--- config.mk ---
export PLATFORM = sky130hd
export DESIGN_NAME = uart_dma_evt
export DESIGN_NICKNAME = d
export VERILOG_FILES = /design/src/rtl/uart_dma_evt_pkg.sv /design/src/rtl/evt_edge_det.sv /design/src/rtl/rx_evt_gen.sv /design/src/rtl/tx_evt_gen.sv /design/src/rtl/uart_dma_evt.sv
export SDC_FILE = /design/constraint.sdc
export NUM_CORES = 1
export LEC_CHECK = 0
export BUFFER_PORTS_ARGS = -buffer_cell sky130_fd_sc_hd__buf_4
export CORE_AREA = 2 2 39 41
export CTS_BUF_LIST = sky130_fd_sc_hd__clkbuf_4
export CTS_CLUSTER_DIAMETER = 100
export DETAILED_ROUTE_END_ITERATION = 8
export DIE_AREA = 0 0 41 43
export PLACE_DENSITY = 0.45
export SKIP_LAST_GASP = 1
export SYNTH_ARGS = -nofsm -noshare
export SYNTH_HDL_FRONTEND = slang
export SYNTH_SLANG_ARGS = --single-unit
--- constraint.sdc ---
create_clock -name clk -period 1.7 [get_ports clk]
set_clock_uncertainty 0.1 [all_clocks]
set_input_delay 0.17 -clock clk [delete_from_list [all_inputs] [get_ports clk]]
set_output_delay 0.17 -clock clk [all_outputs]
set_load 0.05 [all_outputs]
--- src/rtl/uart_dma_evt_pkg.sv ---
package uart_dma_evt_pkg;

    localparam int FIFO_DEPTH = 16;

    typedef enum logic [1:0] {
        TRIG_ONE       = 2'd0,
        TRIG_QUARTER   = 2'd1,
        TRIG_HALF      = 2'd2,
        TRIG_NEAR_FULL = 2'd3
    } trig_sel_e;

    typedef struct packed {
        logic head_err;
        logic timeout;
        logic nonempty;
        logic at_trigger;
    } rx_view_t;

    // Trigger level in characters for a FIFO of the given depth.
    function automatic int trig_level(trig_sel_e sel, int depth);
        case (sel)
            TRIG_ONE:       return 1;
            TRIG_QUARTER:   return depth / 4;
            TRIG_HALF:      return depth / 2;
            default:        return depth - 2;
        endcase
    endfunction

endpackage

--- src/rtl/evt_edge_det.sv ---
module evt_edge_det #(
    parameter bit INIT = 1'b1
) (
    input  logic clk,
    input  logic rst,
    input  logic clear,
    input  logic level,
    output logic rise
);
    logic seen_q;

    // A clear marks the level as already seen, so no edge survives it.
    always_ff @(posedge clk) begin
        if (rst)        seen_q <= INIT;
        else if (clear) seen_q <= 1'b1;
        else            seen_q <= level;
    end

    assign rise = level & ~seen_q & ~clear;
endmodule

--- src/rtl/rx_evt_gen.sv ---
module rx_evt_gen
    import uart_dma_evt_pkg::*;
#(
    parameter int DEPTH = FIFO_DEPTH,
    parameter int CNT_W = $clog2(DEPTH + 1)
) (
    input  logic             clk,
    input  logic             rst,
    input  logic             enable,
    input  logic [1:0]       sel,
    input  logic [CNT_W-1:0] count,
    input  logic             head_err,
    input  logic             timeout,
    output logic             evt
);
    logic [CNT_W-1:0] thresh;
    rx_view_t         view;
    logic             level_ok;
    logic             level_rise;
    logic             to_hit;

    assign thresh = CNT_W'(trig_level(trig_sel_e'(sel), DEPTH));

    always_comb begin
        view.head_err   = head_err;
        view.timeout    = timeout;
        view.nonempty   = (count != '0);
        view.at_trigger = (count >= thresh);
    end

    assign level_ok = view.at_trigger & ~view.head_err;
    assign to_hit   = view.timeout & view.nonempty & ~view.head_err;

    evt_edge_det #(.INIT(1'b1)) u_lvl (
        .clk   (clk),
        .rst   (rst),
        .clear (~enable),
        .level (level_ok),
        .rise  (level_rise)
    );

    always_ff @(posedge clk) begin
        if (rst) evt <= 1'b0;
        else     evt <= enable & (level_rise | to_hit);
    end
endmodule

--- src/rtl/tx_evt_gen.sv ---
module tx_evt_gen #(
    parameter int CNT_W = 5
) (
    input  logic             clk,
    input  logic             rst,
    input  logic             enable,
    input  logic             run,
    input  logic [CNT_W-1:0] count,
    output logic             evt
);
    logic active;
    logic empty_rise;
    logic run_rise;

    assign active = enable & run;

    evt_edge_det #(.INIT(1'b1)) u_empty (
        .clk   (clk),
        .rst   (rst),
        .clear (~active),
        .level (count == '0),
        .rise  (empty_rise)
    );

    evt_edge_det #(.INIT(1'b1)) u_release (
        .clk   (clk),
        .rst   (rst),
        .clear (1'b0),
        .level (run),
        .rise  (run_rise)
    );

    always_ff @(posedge clk) begin
        if (rst) evt <= 1'b0;
        else     evt <= active & (empty_rise | run_rise);
    end
endmodule

--- src/rtl/uart_dma_evt.sv ---
module uart_dma_evt
    import uart_dma_evt_pkg::*;
#(
    parameter  int DEPTH = FIFO_DEPTH,
    localparam int CNT_W = $clog2(DEPTH + 1)
) (
    input  logic             clk,
    input  logic             rst,
    input  logic             fifo_en,
    input  logic [1:0]       rx_trig_sel,
    input  logic [CNT_W-1:0] rx_count,
    input  logic             rx_head_err,
    input  logic             rx_timeout,
    input  logic [CNT_W-1:0] tx_count,
    input  logic             tx_run,
    output logic             rx_evt,
    output logic             tx_evt
);
    rx_evt_gen #(.DEPTH(DEPTH), .CNT_W(CNT_W)) u_rx (
        .clk      (clk),
        .rst      (rst),
        .enable   (fifo_en),
        .sel      (rx_trig_sel),
        .count    (rx_count),
        .head_err (rx_head_err),
        .timeout  (rx_timeout),
        .evt      (rx_evt)
    );

    tx_evt_gen #(.CNT_W(CNT_W)) u_tx (
        .clk    (clk),
        .rst    (rst),
        .enable (fifo_en),
        .run    (tx_run),
        .count  (tx_count),
        .evt    (tx_evt)
    );
endmodule

==> results_dict.tcl, run 1 <==
set metrics [dict create \
    status "complete, no violations" \
    finalNetCount 77 \
    post_synth_and_or_nand_nor_area_fraction 0.271 \
    setup_viol 0 \
    core-area_um2 1380 \
    initial_core_utilization 0.213 \
    num_rows 14 \
    synthesis.area_um2 295 \
    cts_tree "done" \
    power.total_uw 347 \
    synth_cells 31 \
    numClockSinks 5 \
    grt_max_degree 5 \
    finalCriticalPeriod_ps 1230 \
    startpoint_type "input port" \
    grt_pass1_vias 276 \
    full_die_area_um2 1760 \
    dominant_combinational_cell_family_by_area_after_synthesis "simple AND/OR/NAND/NOR gates" \
    achievable-frequency_mhz 815 \
    power.ir.vdd_worst_mv 0.259 \
    clk_pin_slew_ps 50 \
    clockBufferDepth 2 \
    leading_cell_types_by_total_area_after_synthesis "sky130_fd_sc_hd__dfxtp_1, sky130_fd_sc_hd__ha_1, sky130_fd_sc_hd__or4_1, sky130_fd_sc_hd__nand2b_1, sky130_fd_sc_hd__o31ai_2" \
    netlist.top_cell.by_area "sky130_fd_sc_hd__dfxtp_1" \
    yosysWarningCount 0 \
    synth_sequential_area_ratio 0.339 \
    worst-setup-path-type "in2reg" \
    yosys.area_share.xor_xnor 0 \
    total_leakage_power_uw 0.000239 \
    fp.dieW_um 41 \
    synthDistinctLibCells 20 \
    finalMaxSlewViolations 0 \
    gpl.final_weighted_congestion 0.666 \
    detail_route.wirelength_um 668 \
    critPathMaxFanout 2 \
    worst_skew_pair.late_latency_ps 240 \
    synth-compound-area-share 0.182 \
    power.density_cell_area_nw_per_um2 711 \
    synthAdderAreaFrac 0.169 \
    grt_first_pass_wirelength_mm 1.01 \
    via_count 305 \
    antenna_left 0 \
    io-pin-count 20 \
    top_library_cells_by_usage_in_the_layout_fill_and_taps_aside "sky130_fd_sc_hd__buf_4, sky130_fd_sc_hd__dfxtp_1, sky130_fd_sc_hd__ha_1, sky130_fd_sc_hd__clkbuf_4, sky130_fd_sc_hd__inv_1" \
    antenna_found_initial 0 \
    overflow 0 \
    whs_ps 31.1 \
    detailedRoute.firstPassIterationCount 2 \
    period_utilisation_layout 0.722 \
    tightest_slew_ps 281 \
    dr.first_iter.drc_count 1 \
    cp_data_required_time_ps 1720 \
    synthToLayoutAreaGrowth_pct 65.3 \
    placement.cell_area_um2 458 \
    place.detailed.hpwl_um 581 \
    drv_cap 0 \
    drc 0 \
    post_cts_resized 0 \
    post-synth-top-area-fraction 0.339 \
    tot_gr_track_use 0.0882 \
    root_buffer "sky130_fd_sc_hd__clkbuf_4" \
    post_drt_wl_per_cell_um 9.54 \
    post_cts_hold_buffer_count 0 \
    cts_setup_buffers 0 \
    layout-drive-gt1-share 0.481 \
    final.setup.tns_ps 0 \
    tritoncts_buffer_count 3 \
    finalInstanceArea_um2 488 \
    synth.net_count 53 \
    port_buffers 19 \
    postSynthRegisterBits 5 \
    final-hold-violation-count 0 \
    timing.hold.worst.class "in2reg" \
    finish.utilization 0.353 \
    timing.max_slew.rel_slack 0.811 \
    final_common_cell "sky130_fd_sc_hd__buf_4" \
    avgViaCountPerCell 4.36 \
    synth.mux.area_fraction 0 \
    endpoint_kind "flop" \
    syn_avg_cell_area_um2 9.53 \
    rsz0062_at_grt "no" \
    h-tree-depth 1 \
    antenna-diode-count 0 \
    die_height_um 43 \
    timing.critical_path.arrival_ps 1250 \
]
==> power by group <==
group          internal, uW  leakage [uW]  total [uW]  switching, uW
Clock                   105     0.0000184         154           49.1
Combinational          41.7      0.000179        68.9           27.2
Sequential              123     0.0000411         124           1.61
==> cells by family after synthesis <==
kind of cell / count (synthesis)
AO/OA/AOI/OAI: 7
AND/OR/NAND/NOR: 12
adder cells (fa/ha/maj): 4
flip-flops: 5
buffers and inverters: 3
==> worst paths after layout <==
| check | slack, ps | start | end | depth (start not counted) |
|---|---|---|---|---|
| setup / recovery | 470 | rx_count[3] | u_rx.evt | 5 |
| hold / removal | 30 | rst | u_tx.u_release.seen_q | 2 |
| setup reg to reg | 890 | u_rx.u_lvl.seen_q | u_rx.evt | 1 |
| hold reg to reg | 310 | u_rx.u_lvl.seen_q | u_rx.evt | 1 |
==> synthesized netlist by cell type, drive strengths merged <==
cell and number:
a21oi 1, and3 1, dfxtp 5, ha 4, inv 3, nand2 1
nand2b 2, nor2 1, nor2b 1, nor3 1, nor4bb 1, o211ai 1
o21a 1, o21ai 1, o31ai 2, o41ai 1, or2 1, or4 3
==> worst max-delay path, stage by stage <==
cell	delay [ps]
sky130_fd_sc_hd__buf_4	110
sky130_fd_sc_hd__ha_1	190
sky130_fd_sc_hd__or4_1	490
sky130_fd_sc_hd__a21oi_1	180
sky130_fd_sc_hd__o41ai_1	100
==> sequential cells by signal, summed over array words and instances, names as in the netlist <==
name,count
u_rx.evt,1
u_rx.u_lvl.seen_q,1
u_tx.evt,1
u_tx.u_empty.seen_q,1
u_tx.u_release.seen_q,1
==> area by class of cell <==
class / count / area [um^2]
clock buffer: 4 / 30.0
fill: 156 / 896
inverter: 3 / 11.3
multi-input combinational: 23 / 184
sequential: 5 / 100
tap: 16 / 20.0
timing repair buffer: 19 / 143
==> stage by stage <==
step / cells / worst slack, ps
floorplan: 31 / 385
global placement: 66 / 237
detailed placement: 66 / 224
CTS: 70 / 485
global route: 70 / 390
finish: 70 / 472
==> routing by layer <==
layer  vias to the layer above  global-route usage  wire [um]  share of wire
li1                        163                   -          -              -
met3                         0              0.0314         62          0.093
met4                         0              0.0600          0              0
met1                       126              0.0990        294           0.44
met2                        16               0.131        311           0.47
met5                         -                   0          0              0
No activity file was read; power rests on OpenSTA's default activity.
==> run 2: changes to the inputs <==
==> constraint.sdc (replaced) <==
create_clock -name clk -period 1.2 [get_ports clk]
set_clock_uncertainty 0.1 [all_clocks]
set_input_delay 0.12 -clock clk [delete_from_list [all_inputs] [get_ports clk]]
set_output_delay 0.12 -clock clk [all_outputs]
set_load 0.05 [all_outputs]
==> run 2 against run 1 <==
Core utilization rose by 6.6 points. Register-to-register slack worse by 520 ps. Critical path depth is 1 higher. Via count rose by 11%. Largest cell class unchanged.
==> results_dict.tcl, run 2 (synthesis gave the netlist of run 1 again) <==
set metrics [dict create \
    h-tree-depth 1 \
    worst-setup-path-type "in2reg" \
    comb_power_share 0.247 \
    endpoint_kind "flop" \
    critical_path.reg2reg.startpoint "u_tx.u_empty.seen_q" \
    antenna_left 0 \
    num_rows 14 \
    place.detailed.hpwl_um 670 \
    relative_contribution_of_sequential_cells_to_total_power 0.332 \
    achievable-frequency_mhz 878 \
    via_count 339 \
    setup_viol 0 \
    detail_route.wirelength_um 804 \
    critPathMaxFanout 3 \
    overflow 0 \
    timing.hold.worst.class "in2reg" \
    tightest_slew_ps 288 \
    die_height_um 43 \
    finalCriticalPeriod_ps 1140 \
    power.total_uw 532 \
    tot_gr_track_use 0.117 \
    port_buffers 19 \
    cp_data_required_time_ps 1220 \
    setup.worst_path.start "rx_trig_sel[1]" \
    rsz0062_at_grt "no" \
    path_delay_family "simple AND/OR/NAND/NOR gates" \
    timing.critical_path.arrival_ps 1160 \
    clockPowerShare 0.421 \
    power.density_cell_area_nw_per_um2 918 \
    finalNetCount 82 \
    netSwitchingFraction 0.245 \
    top_library_cells_by_usage_in_the_layout_fill_and_taps_aside "sky130_fd_sc_hd__buf_4, sky130_fd_sc_hd__dfxtp_1, sky130_fd_sc_hd__clkbuf_4, sky130_fd_sc_hd__dlygate4sd3_1, sky130_fd_sc_hd__ha_1" \
    root_buffer "sky130_fd_sc_hd__clkbuf_4" \
    cp.buffers_inverters 1 \
    drc 0 \
    startpoint_type "input port" \
    layout-drive-gt1-share 0.525 \
    fp.dieW_um 41 \
    avgViaCountPerCell 4.52 \
    tritoncts_buffer_count 3 \
    grt_max_degree 5 \
    finalMaxSlewViolations 0 \
    grt_pass1_vias 374 \
    clk_pin_slew_ps 40 \
    critical_path.cell_chain "buf_6 > nand2_1 > ha_1 > or4_4 > a21oi_4 > o31ai_1" \
    cts_tree "done" \
    io-pin-count 20 \
    total_leakage_power_uw 0.000266 \
    p_int_uw 401 \
    crit_path_top_delay_cell "sky130_fd_sc_hd__or4_4" \
    grt_first_pass_wirelength_mm 1.38 \
    core-area_um2 1380 \
    fillCellCount 147 \
    critical_path.reg2reg.endpoint "u_tx.evt" \
    reg2reg_depth 2 \
    post_drt_wl_per_cell_um 10.7 \
    full_die_area_um2 1760 \
    period_utilisation_layout 0.949 \
    synthToLayoutAreaGrowth_pct 96.2 \
    worst_setup_path_endpoint "u_rx.u_lvl.seen_q" \
    net-switching-power_uw 130 \
    final_common_cell "sky130_fd_sc_hd__buf_4" \
    timing.max_slew.rel_slack 0.807 \
    antenna_found_initial 0 \
    drv_cap 0 \
    worst_skew_pair.late_latency_ps 250 \
    detailedRoute.firstPassIterationCount 3 \
    power.ir.vdd_worst_mv 0.241 \
    final-hold-violation-count 0 \
    numClockSinks 5 \
    finish.utilization 0.419 \
    initial_core_utilization 0.213 \
    status "complete, no violations" \
    dr.first_iter.drc_count 4 \
    ff2ff_setup_slack_ps 370 \
    final_cell_count_without_fillers 75 \
    gpl.final_weighted_congestion 0.650 \
    slowest_delay_ps 480 \
    whs_ps 9.17 \
    clockBufferDepth 2 \
    placedCellCount 67 \
    antenna-diode-count 0 \
    worst-path-stages 6 \
]
==> run 2: cell types whose count changed in the layout (fill, tap and decap cells not counted), sizes merged <==
cell,change
dlygate4sd3,+4
buf,+1
==> run 2: metrics by stage <==
stage               setup slack, ps  TNS (ps)  cell area, um^2
CTS                            26.8         0              568
detailed placement             -248      -551              498
floorplan                     -16.5     -29.9              328
global route                   20.3         0              579
finish                         60.6         0              579
global placement               -209      -467              498
==> run 2: worst min-delay path, stage by stage <==
cell and delay (ps):
sky130_fd_sc_hd__buf_4 80, sky130_fd_sc_hd__o21ai_0 70, sky130_fd_sc_hd__o41ai_1 50
==> run 2: layer usage <==
| metal | vias up | GRT usage | routed length, um | part of all wire |
|---|---|---|---|---|
| li1 | 172 | - | - | - |
| met1 | 148 | 0.125 | 298 | 0.37 |
| met2 | 16 | 0.197 | 409 | 0.51 |
| met3 | 3 | 0.0157 | 75 | 0.093 |
| met4 | 0 | 0.0800 | 21 | 0.026 |
| met5 | - | 0 | 0 | 0 |
==> run 2: worst min-delay path by stage <==
| stage | from | to | slack (ps) | cells past startpoint |
|---|---|---|---|---|
| after global placement | rx_head_err | u_rx.u_lvl.seen_q | 230 | 2 |
| after CTS | rx_count[0] | u_rx.evt | 5 | 3 |
| after detailed placement | tx_run | u_tx.u_release.seen_q | 230 | 2 |
| after floorplan | tx_run | u_tx.u_empty.seen_q | 110 | 1 |
| final | rx_count[0] | u_rx.evt | 9 | 3 |
| after global routing | rx_count[0] | u_rx.evt | 50 | 3 |
==> run 2: cell type report <==
type	instances	area [um^2]	area share
clock buffers	4	30.0	0.0518
inverters	3	23.8	0.0410
multi-input cells	23	211	0.365
flip-flops and latches	5	100	0.173
well taps	16	20.0	0.0346
repair buffers	24	194	0.335
==> run 2: power groups by stage <==
stage	registers, uW	logic [uW]	clock network (uW)
after detailed placement	179	117	0
after global placement	179	112	0
after floorplan	185	43.0	0
after CTS	176	128	233
after global routing	177	149	240
final	176	131	224
==> run 2: timing repair <==
action	CTS	global route
endpoints found under the hold margin	3	0
endpoints found under the setup margin	0	2
gates resized for setup	0	2
hold buffers	4	0
setup buffers	0	0
